$ cat src/rtl/abp_pkg.sv
package abp_pkg;

    // Cycle kind, encoded as {strobe_addr, strobe_wr}
    typedef enum logic [1:0] {
        CYC_READ  = 2'b00,
        CYC_WRITE = 2'b01,
        CYC_ADDR  = 2'b10,
        CYC_BAD   = 2'b11
    } cyc_e;

    typedef enum logic {
        ST_IDLE   = 1'b0,
        ST_ACTIVE = 1'b1
    } sel_state_e;

endpackage

$ cat src/rtl/abp_decode.sv
module abp_decode
    import abp_pkg::*;
#(
    parameter int unsigned      DATA_W    = 8,
    parameter logic [DATA_W-1:0] PORT_ADDR = 8'hA5,
    parameter bit               PORT_BANK = 1'b0
) (
    input  logic [DATA_W-1:0] bus_in,
    input  logic              strobe_addr,
    input  logic              strobe_wr,
    input  logic              bank_sel,
    output cyc_e              cyc,
    output logic              bank_hit,
    output logic              addr_hit
);

    always_comb begin
        unique case ({strobe_addr, strobe_wr})
            2'b00:   cyc = CYC_READ;
            2'b01:   cyc = CYC_WRITE;
            2'b10:   cyc = CYC_ADDR;
            default: cyc = CYC_BAD;
        endcase
    end

    assign bank_hit = (bank_sel == PORT_BANK);
    assign addr_hit = (bus_in == PORT_ADDR);

endmodule

$ cat src/rtl/abp_select_fsm.sv
module abp_select_fsm
    import abp_pkg::*;
(
    input  logic clk,
    input  logic rst_n,
    input  cyc_e cyc,
    input  logic bank_hit,
    input  logic addr_hit,
    output logic selected
);

    sel_state_e state_q, state_d;

    // Next-state logic: ADDR_MATCH, ADDR_OTHER, HOLD
    always_comb begin
        state_d = state_q;
        if (cyc == CYC_ADDR && bank_hit) begin
            unique case (state_q)
                ST_IDLE:   if (addr_hit)  state_d = ST_ACTIVE;
                ST_ACTIVE: if (!addr_hit) state_d = ST_IDLE;
            endcase
        end
    end

    // State register
    always_ff @(posedge clk or negedge rst_n) begin
        if (!rst_n) state_q <= ST_IDLE;
        else        state_q <= state_d;
    end

    // Outputs
    always_comb begin
        unique case (state_q)
            ST_IDLE:   selected = 1'b0;
            ST_ACTIVE: selected = 1'b1;
        endcase
    end

    assert_addr_hit_R2: assert property (@(posedge clk) disable iff (!rst_n)
        (cyc == CYC_ADDR && bank_hit && addr_hit) |=> selected);

    assert_addr_miss_R3: assert property (@(posedge clk) disable iff (!rst_n)
        (cyc == CYC_ADDR && bank_hit && !addr_hit) |=> !selected);

    assert_other_bank_R4: assert property (@(posedge clk) disable iff (!rst_n)
        (!bank_hit) |=> $stable(selected));

    assert_data_hold_R5: assert property (@(posedge clk) disable iff (!rst_n)
        (cyc == CYC_READ || cyc == CYC_WRITE) |=> $stable(selected));

    assert_illegal_sel_R9: assert property (@(posedge clk) disable iff (!rst_n)
        (cyc == CYC_BAD) |=> $stable(selected));

endmodule

$ cat src/rtl/abp_out_latch.sv
module abp_out_latch
    import abp_pkg::*;
#(
    parameter int unsigned DATA_W = 8
) (
    input  logic              clk,
    input  logic              rst_n,
    input  cyc_e              cyc,
    input  logic              bank_hit,
    input  logic              selected,
    input  logic [DATA_W-1:0] bus_in,
    output logic [DATA_W-1:0] out_byte
);

    logic load;

    assign load = (cyc == CYC_WRITE) && bank_hit && selected;

    always_ff @(posedge clk or negedge rst_n) begin
        if (!rst_n)    out_byte <= '0;
        else if (load) out_byte <= bus_in;
    end

    assert_write_load_R6: assert property (@(posedge clk) disable iff (!rst_n)
        (cyc == CYC_WRITE && bank_hit && selected) |=> (out_byte == $past(bus_in)));

    assert_no_write_R7: assert property (@(posedge clk) disable iff (!rst_n)
        (!selected) |=> $stable(out_byte));

    assert_illegal_latch_R9: assert property (@(posedge clk) disable iff (!rst_n)
        (cyc == CYC_BAD || !bank_hit) |=> $stable(out_byte));

endmodule

$ cat src/rtl/addr_bus_port.sv
module addr_bus_port
    import abp_pkg::*;
#(
    parameter int unsigned       DATA_W    = 8,
    parameter logic [DATA_W-1:0] PORT_ADDR = 8'hA5,
    parameter bit                PORT_BANK = 1'b0
) (
    input  logic              clk,
    input  logic              rst_n,
    input  logic [DATA_W-1:0] bus_in,
    input  logic              strobe_addr,
    input  logic              strobe_wr,
    input  logic              bank_sel,
    input  logic [DATA_W-1:0] in_byte,
    output logic              drv_en,
    output logic [DATA_W-1:0] bus_out,
    output logic [DATA_W-1:0] out_byte,
    output logic              selected
);

    cyc_e cyc;
    logic bank_hit;
    logic addr_hit;

    abp_decode #(
        .DATA_W    (DATA_W),
        .PORT_ADDR (PORT_ADDR),
        .PORT_BANK (PORT_BANK)
    ) u_decode (
        .bus_in      (bus_in),
        .strobe_addr (strobe_addr),
        .strobe_wr   (strobe_wr),
        .bank_sel    (bank_sel),
        .cyc         (cyc),
        .bank_hit    (bank_hit),
        .addr_hit    (addr_hit)
    );

    abp_select_fsm u_fsm (
        .clk      (clk),
        .rst_n    (rst_n),
        .cyc      (cyc),
        .bank_hit (bank_hit),
        .addr_hit (addr_hit),
        .selected (selected)
    );

    abp_out_latch #(
        .DATA_W (DATA_W)
    ) u_latch (
        .clk      (clk),
        .rst_n    (rst_n),
        .cyc      (cyc),
        .bank_hit (bank_hit),
        .selected (selected),
        .bus_in   (bus_in),
        .out_byte (out_byte)
    );

    always_comb begin
        drv_en  = selected && bank_hit && (cyc == CYC_READ);
        bus_out = drv_en ? in_byte : '0;
    end

    always_comb begin
        if (!rst_n) assert_reset_R1: assert (!selected && out_byte == '0 && !drv_en);
        if (!drv_en) assert_quiet_bus_R10: assert (bus_out == '0);
    end

    assert_drive_cause_R8: assert property (@(posedge clk) disable iff (!rst_n)
        drv_en |-> (selected && !strobe_addr && !strobe_wr && bank_sel == PORT_BANK));

endmodule

$ cat config.mk
export PLATFORM = sky130hd
export DESIGN_NAME = addr_bus_port
export DESIGN_NICKNAME = d
export VERILOG_FILES = /design/src/rtl/abp_pkg.sv /design/src/rtl/abp_decode.sv /design/src/rtl/abp_select_fsm.sv /design/src/rtl/abp_out_latch.sv /design/src/rtl/addr_bus_port.sv
export SDC_FILE = /design/constraint.sdc
export NUM_CORES = 1
export LEC_CHECK = 0
export ABC_AREA = 0
export ABC_CLOCK_PERIOD_IN_PS = 1700
export CORE_MARGIN = 4
export CORE_UTILIZATION = 29
export DETAILED_ROUTE_END_ITERATION = 8
export PLACE_DENSITY = 0.77
export RECOVER_POWER = 100
export SYNTH_ARGS = -nofsm -noshare
export SYNTH_HDL_FRONTEND = slang
export SYNTH_SLANG_ARGS = --single-unit
$ cat constraint.sdc
create_clock -name clk -period 1.7 [get_ports clk]
set_clock_uncertainty 0.2 [all_clocks]
set_input_delay 0.34 -clock clk [delete_from_list [all_inputs] [get_ports clk]]
set_output_delay 0.34 -clock clk [all_outputs]
set_load 0.005 [all_outputs]
==> results.md, run 1 <==
* Status: complete, but fails checks
* Violated checks: setup timing
* Final nets at 109
* Commonest non-fill, non-tap cell in the layout: clkdlybuf4s50_1
* Port Buffers at 38
* Slew HR at 72.94%
* CP Launch Type: input pin
* Peak Freq at 0.5320 GHz
* Ant. Diodes at 0
* Worst r2r src: u_fsm.state_q
* Deepest clock path buffer count at 2
* Clk pin slew, worst setup/hold paths at 0.06 ns
* H-tree levels at 1
* Syn Std Cell Area at 442.9 µm²
* Slowest stage cell, crit path: dlygate4sd2_1
* Routability Congestion at 0.6742
* Initial Utilization at 32.42%
* Yosys warnings at 0
* Fin crit period at 1.880 ns
* Boundary Pins at 39
* Number of global-route vias before repair at 517
* Max-cap violations at 0
* Sequential element share of the synthesized area at 50.85%
* Sink Count at 9
* Pleak at 0.4704 nW
* R2R depth at 5
* Antenna violations before repair at 0
* Period utilization at 110.6%
* Largest net degree at the start of global routing at 10
* Post-Syn Nets at 54
* CP peak stage delay at 0.27 ns
* Syn_area_per_cell at 13.42 µm²
* Die Y at 47.08 µm
* Full die area at 2217 µm²
* Layout cell share with drive strength beyond 1 at 49.43%
* Setup WS post-layout at -0.1795 ns
* Layout Area Growth over Synthesis at 121.8%
* Floorplan row count at 13
* RSZ-0062 raised after global routing: yes
* P per Cell Area at 664.9 nW/µm²
* CP arrival at 1.34 ns
* DRC viols at 0
* Cell variety after synth at 10
* Area of the core at 1366 µm²
* First-pass GRT wire length at 2.159 mm
* CP Launch Point: bank_sel
* Crit path cell chain: dlygate4sd2_1 -> nor4_4 -> buf_4 -> buf_6 -> and2_4 -> buf_6
* Vias at 480
* DR vias/cell at 4.706
* Worst min path class: input pin to async pin
* CTS Buf Count at 3
* 1st-iter DRT viols at 0
* ANT nets after route at 0
* Worst-path maximum fanout at 4
* Worst slack at placement at -0.7007 ns
* Die W at 47.08 µm
* Routed wire length at 1.403 mm
* Root buf cell: clkbuf_4
* Routed WL per cell at 13.75 µm
* Cells after Synth at 33
* GRT overflow at 0
* Clock latency on the worst-skew pair at 0.25 ns
* Hold Fails Final Rpt at 0
* Required time of the critical path at 1.16 ns
* Most frequent cells in the layout: 20 x clkdlybuf4s50_1, 9 x buf_6, 9 x dfrtp_1, 8 x buf_4
* CTS tree: built
* Worst-Margin Slew at 0.4046 ns
* Top cell by count, worst path: buf_6
* Final hold slack at 0.2444 ns
* CP Capture Type: output port
* Endpoints failing setup at 9
* Number of detailed-route iterations in the first pass at 1
* Worst vdd ir at 482.4 µV
* DP HPWL at 1.013 mm
* Final Max Tran Viols at 0
* Crit Path Category: input pin to output port
* Synthesized flop and latch total at 9
* All-Layer GR Usage at 14.48%
-- where the power goes --
group | switching, mW | leakage (nW) | internal, mW
Clock | 0.0752 | 0.0150 | 0.0905
Combinational | 0.0537 | 0.341 | 0.152
Sequential | 0.0224 | 0.114 | 0.260
Total | 0.151 | 0.470 | 0.502
-- metrics by stage --
stage	util [%]	std cells	power, mW	area, µm²	setup TNS [ns]
after floorplan	-	33	0.3330	442.9	0
after detailed placement	65.48	93	0.4943	894.6	-8.936
after CTS	70.88	102	0.6662	968.4	-2.234
after global routing	71.89	102	0.6990	982.2	-2.234
after global placement	65.48	93	0.4896	894.6	-8.554
final	71.89	102	0.6530	982.2	-1.442
-- logic make-up after synthesis --
group / share of synthesized area, %
AND/OR/NAND/NOR: 26.84
AO/OA/AOI/OAI: 1.129
flip-flops: 50.85
multiplexers: 20.34
buffers and inverters: 0.8466
-- layer usage --
| layer | global-route usage (%) | share of wire, % | vias up |
|---|---|---|---|
| met3 | 7.280 | 18 | 0 |
| li1 | - | - | 229 |
| met2 | 25.47 | 48 | 32 |
| met5 | 0 | 0 | - |
| met1 | 14.05 | 34 | 219 |
| met4 | 6.630 | 0 | 0 |
-- flip-flops by register name (all words and copies together), names as in the netlist --
signal            flops
u_fsm.state_q         1
u_latch.out_byte      8
-- final timing paths --
check,to,slack (ns)
worst max-delay path,bus_out[5],-0.18
worst min-delay path,u_latch.out_byte[2],0.24
worst max register to register,u_latch.out_byte[7],0.05
worst min register to register,u_latch.out_byte[4],0.30
max in group asynchronous,u_latch.out_byte[6],0.77
min in group clk,u_latch.out_byte[4],0.30
-- timing repair --
action	4_1_cts	5_1_grt
hold buffers	0	0
endpoints found under the setup margin	17	20
pin swaps	7	5
cloned	1	0
gates resized for setup	54	13
buffers inserted	5	1
-- cell usage after synthesis --
library cell,number,share of area (%)
dfrtp_1,9,51
and2_1,8,11
mux2_2,8,20
nor4bb_1,2,4.5
inv_1,1,0.85
nand3_1,1,1.1
nor3b_1,1,1.7
nor4_2,1,2.8
nor4b_4,1,5.4
o21ai_0,1,1.1
-- final cells by class --
type / instances / area [µm²]
clock buffer: 4 / 26.28
fill: 100 / 384.1
inverter: 1 / 3.754
multi-input combinational: 23 / 245.2
sequential: 9 / 225.2
tap: 15 / 18.77
timing repair buffer: 50 / 462.9
-- worst max-delay path: cells and delay by family --
| family | cells | cell delay, ns |
|---|---|---|
| and+or+nand+nor | 2 | 0.38 |
| buffers and inverters | 4 | 0.62 |
Power figures use the tool's default switching activity.
==> run 2: changes to the inputs <==
--- a/config.mk
+++ b/config.mk
@@ -8,10 +8,11 @@
 export ABC_AREA = 0
 export ABC_CLOCK_PERIOD_IN_PS = 1700
 export CORE_MARGIN = 4
-export CORE_UTILIZATION = 29
+export CORE_UTILIZATION = 31
 export DETAILED_ROUTE_END_ITERATION = 8
-export PLACE_DENSITY = 0.77
+export PLACE_DENSITY = 0.79
 export RECOVER_POWER = 100
 export SYNTH_ARGS = -nofsm -noshare
 export SYNTH_HDL_FRONTEND = slang
+export SYNTH_HIERARCHICAL = 1
 export SYNTH_SLANG_ARGS = --single-unit
==> run 2 against run 1 <==
Compared with the run above:
- the run still ends with setup timing left
- clock-buffer cell count stayed put
- sequential share of layout area is 0.059 points higher
- register-to-register slack better by 0.23 ns
- area after synthesis is 8.2% higher
- first-iteration DRC count is 1 higher
- maximum frequency is 3.7% higher
- total power is 31% lower
- critical path depth is 1 lower
- cell count is 2.9% lower
- synthesized cell count is 9.1% higher
- critical endpoint is now bus_out[3]
- highest routed layer is now met4
==> results.md, run 2 <==
* Synthesized flop and latch total at 9
* Post-Syn Nets at 57
* Cell taking the most area after synthesis: dfrtp_1
* Floorplan row count at 13
* First-pass GRT wire length at 2.097 mm
* Cell variety after synth at 12
* Largest net degree at the start of global routing at 10
* Most common flop cell mapped by yosys: dfrtp_1
* CP Launch Type: input pin
* Comb pwr share at 17.0%
* Int Pwr at 0.3625 mW
* Root buf cell: clkbuf_4
* Boundary Pins at 39
* RSZ-0062 raised after global routing: yes
* DR vias/cell at 4.798
* All-Layer GR Usage at 13.76%
* Status: complete, but fails checks
* Peak Freq at 0.5517 GHz
* Cells after Synth at 36
* Pleak at 0.4878 nW
* DP HPWL at 1.049 mm
* ANT nets after route at 0
* Hold_buf cts at 0
* Ant. Diodes at 0
* CP Capture Type: output port
* Syn_area_per_cell at 13.31 µm²
* Non-filler cells, final at 99
* Final hold slack at 0.2527 ns
* Routability Congestion at 0.6553
* Sequential element share of the synthesized area at 47.00%
* Worst r2r src: u_fsm/state_q
* P per Cell Area at 462.3 nW/µm²
* Routed wire length at 1.399 mm
* Endpoints failing setup at 8
* Top flop regs: u_latch/out_byte x8, u_fsm/state_q x1
* Vias at 475
* Fin crit period at 1.813 ns
* Die Y at 47.32 µm
* Clock latency on the worst-skew pair at 0.25 ns
* Clock power frac at 34.6%
* Max reg flops at 8
* Full die area at 2239 µm²
* Clk pin slew, worst setup/hold paths at 0.06 ns
* Final nets at 106
* R2R Path End: u_latch/out_byte[7]
* Max-cap violations at 0
* Reg power frac at 48.4%
* Layout Area Growth over Synthesis at 104.4%
* Worst-path maximum fanout at 4
* Layout cell share with drive strength beyond 1 at 47.62%
* Number of detailed-route iterations in the first pass at 3
* Commonest non-fill, non-tap cell in the layout: clkdlybuf4s50_1
* Largest cells by area after synthesis: dfrtp_1 47%, mux2_2 19%, and2_1 10%
* Slew HR at 72.69%
* Final Max Tran Viols at 0
* Antenna violations before repair at 0
* Setup WS post-layout at -0.1125 ns
* Async S/R FF share, synth at 100.0%
* Switching share of power at 19.97%
* Worst min path class: input pin to async pin
* Number of global-route vias before repair at 518
* Port Buffers at 38
* R2R Setup Slk at 0.28 ns
* Deepest clock path buffer count at 2
* R2R depth at 3
* Crit Path Category: input pin to output port
* 1st-iter DRT viols at 1
* Biggest register: u_latch/out_byte
* Area share of the largest cell type after synthesis at 47.00%
* Fill cells at 111
* CTS Buf Count at 3
* Worst-Margin Slew at 0.4082 ns
* Routed WL per cell at 14.13 µm
* DRC viols at 0
* Most frequent cell after synthesis: dfrtp_1
* Hold Fails Final Rpt at 0
* Net Sw Power at 0.09043 mW
* Worst vdd ir at 308.8 µV
* Sink Count at 9
* Initial Utilization at 34.66%
* GRT overflow at 0
* Number of synthesized flops with an enable pin at 0
* Die W at 47.32 µm
* Period utilization at 106.6%
* Placed cells at 90
* Syn Std Cell Area at 479.2 µm²
* Required time of the critical path at 1.16 ns
* Most frequent cells in the layout: 23 x clkdlybuf4s50_1, 10 x buf_6, 9 x dfrtp_1, 8 x and2_4, 8 x mux2_2
* Area of the core at 1383 µm²
* Yosys warnings at 6
* H-tree levels at 1
* CTS tree: built
* Violated checks: setup timing
* CP arrival at 1.27 ns
* Commonest cells in the netlist: 9 x dfrtp_1, 8 x and2_1, 8 x mux2_2, 2 x clkbuf_1, 2 x nand4bb_1
run 2: changes by cell type in the layout (fill, tap and decap cells not counted), sizes merged, moves of 2 or more:
| cell | previous run | this run |
|---|---|---|
| clkdlybuf4s25 | 3 | 0 |
| and4bb | 0 | 2 |
| nand4bb | 0 | 2 |
| buf | 20 | 15 |
| dlygate4sd2 | 1 | 4 |
| nor4bb | 2 | 0 |
| clkdlybuf4s50 | 20 | 23 |
run 2: cells by family after synthesis:
group / count (synthesis) / share of synthesized area (%)
simple gates: 14 / 27.67
mux: 9 / 21.93
flops: 9 / 47.00
buf+inv: 4 / 3.393
run 2: repair_timing:
action / CTS / global route
gates cloned: 1 / 0
setup buffers: 3 / 1
pin swaps: 10 / 2
resized for setup: 50 / 8
setup endpoints to repair: 10 / 9
run 2: power by group through the flow:
stage,clock (mW),combinational (mW),sequential [mW]
after floorplan,0,0.0157,0.224
after global placement,0,0.0796,0.223
after detailed placement,0,0.0799,0.223
after CTS,0.163,0.0802,0.219
after global routing,0.172,0.0831,0.219
final,0.157,0.0770,0.219
run 2: area by class of cell:
type / instances / area, µm² / area share (%)
Multi-Input combinational cell: 24 / 261.5 / 26.69
Sequential cell: 9 / 225.2 / 22.99
Tap cell: 15 / 18.77 / 1.916
Inverter: 1 / 3.754 / 0.3831
Clock buffer: 4 / 26.28 / 2.682
Timing Repair Buffer: 46 / 444.2 / 45.34
run 2: per-stage QoR:
step | setup WS (ns) | TNS [ns] | power, mW | utilization, % | instance area [µm²]
finish | -0.1125 | -0.6956 | 0.4529 | 70.86 | 979.7
global route | -0.1580 | -1.080 | 0.4742 | 70.86 | 979.7
CTS | -0.1159 | -0.7452 | 0.4628 | 69.59 | 962.2
detailed placement | -0.6404 | -6.408 | 0.3030 | 64.80 | 895.9
global placement | -0.6210 | -6.217 | 0.3026 | 64.80 | 895.9
floorplan | 0.1145 | 0 | 0.2393 | - | 479.2
run 2: how the worst max path moves through the flow:
stage             startpoint    endpoint  slack [ns]  depth (start not counted)
3_3_place_gp       strobe_wr  bus_out[3]       -0.62                          4
3_5_place_dp       strobe_wr  bus_out[3]       -0.64                          4
5_1_grt        u_fsm/state_q  bus_out[3]       -0.16                          4
2_1_floorplan      strobe_wr  bus_out[0]        0.11                          4
4_1_cts        u_fsm/state_q  bus_out[3]       -0.12                          4
6_report         strobe_addr  bus_out[3]       -0.11                          5
run 2: layer usage:
metal	track usage, %	wire (µm)	up-vias
met1	11.16	486	217
met5	0	0	-
met2	27.01	667	32
li1	-	-	224
met4	4.972	6	0
met3	7.280	240	2
run 2: worst max-delay path, cell delays in order:
cell	delay, ns
dlygate4sd2_1	0.25
and4bb_2	0.34
buf_6	0.12
and2_4	0.14
buf_6	0.09
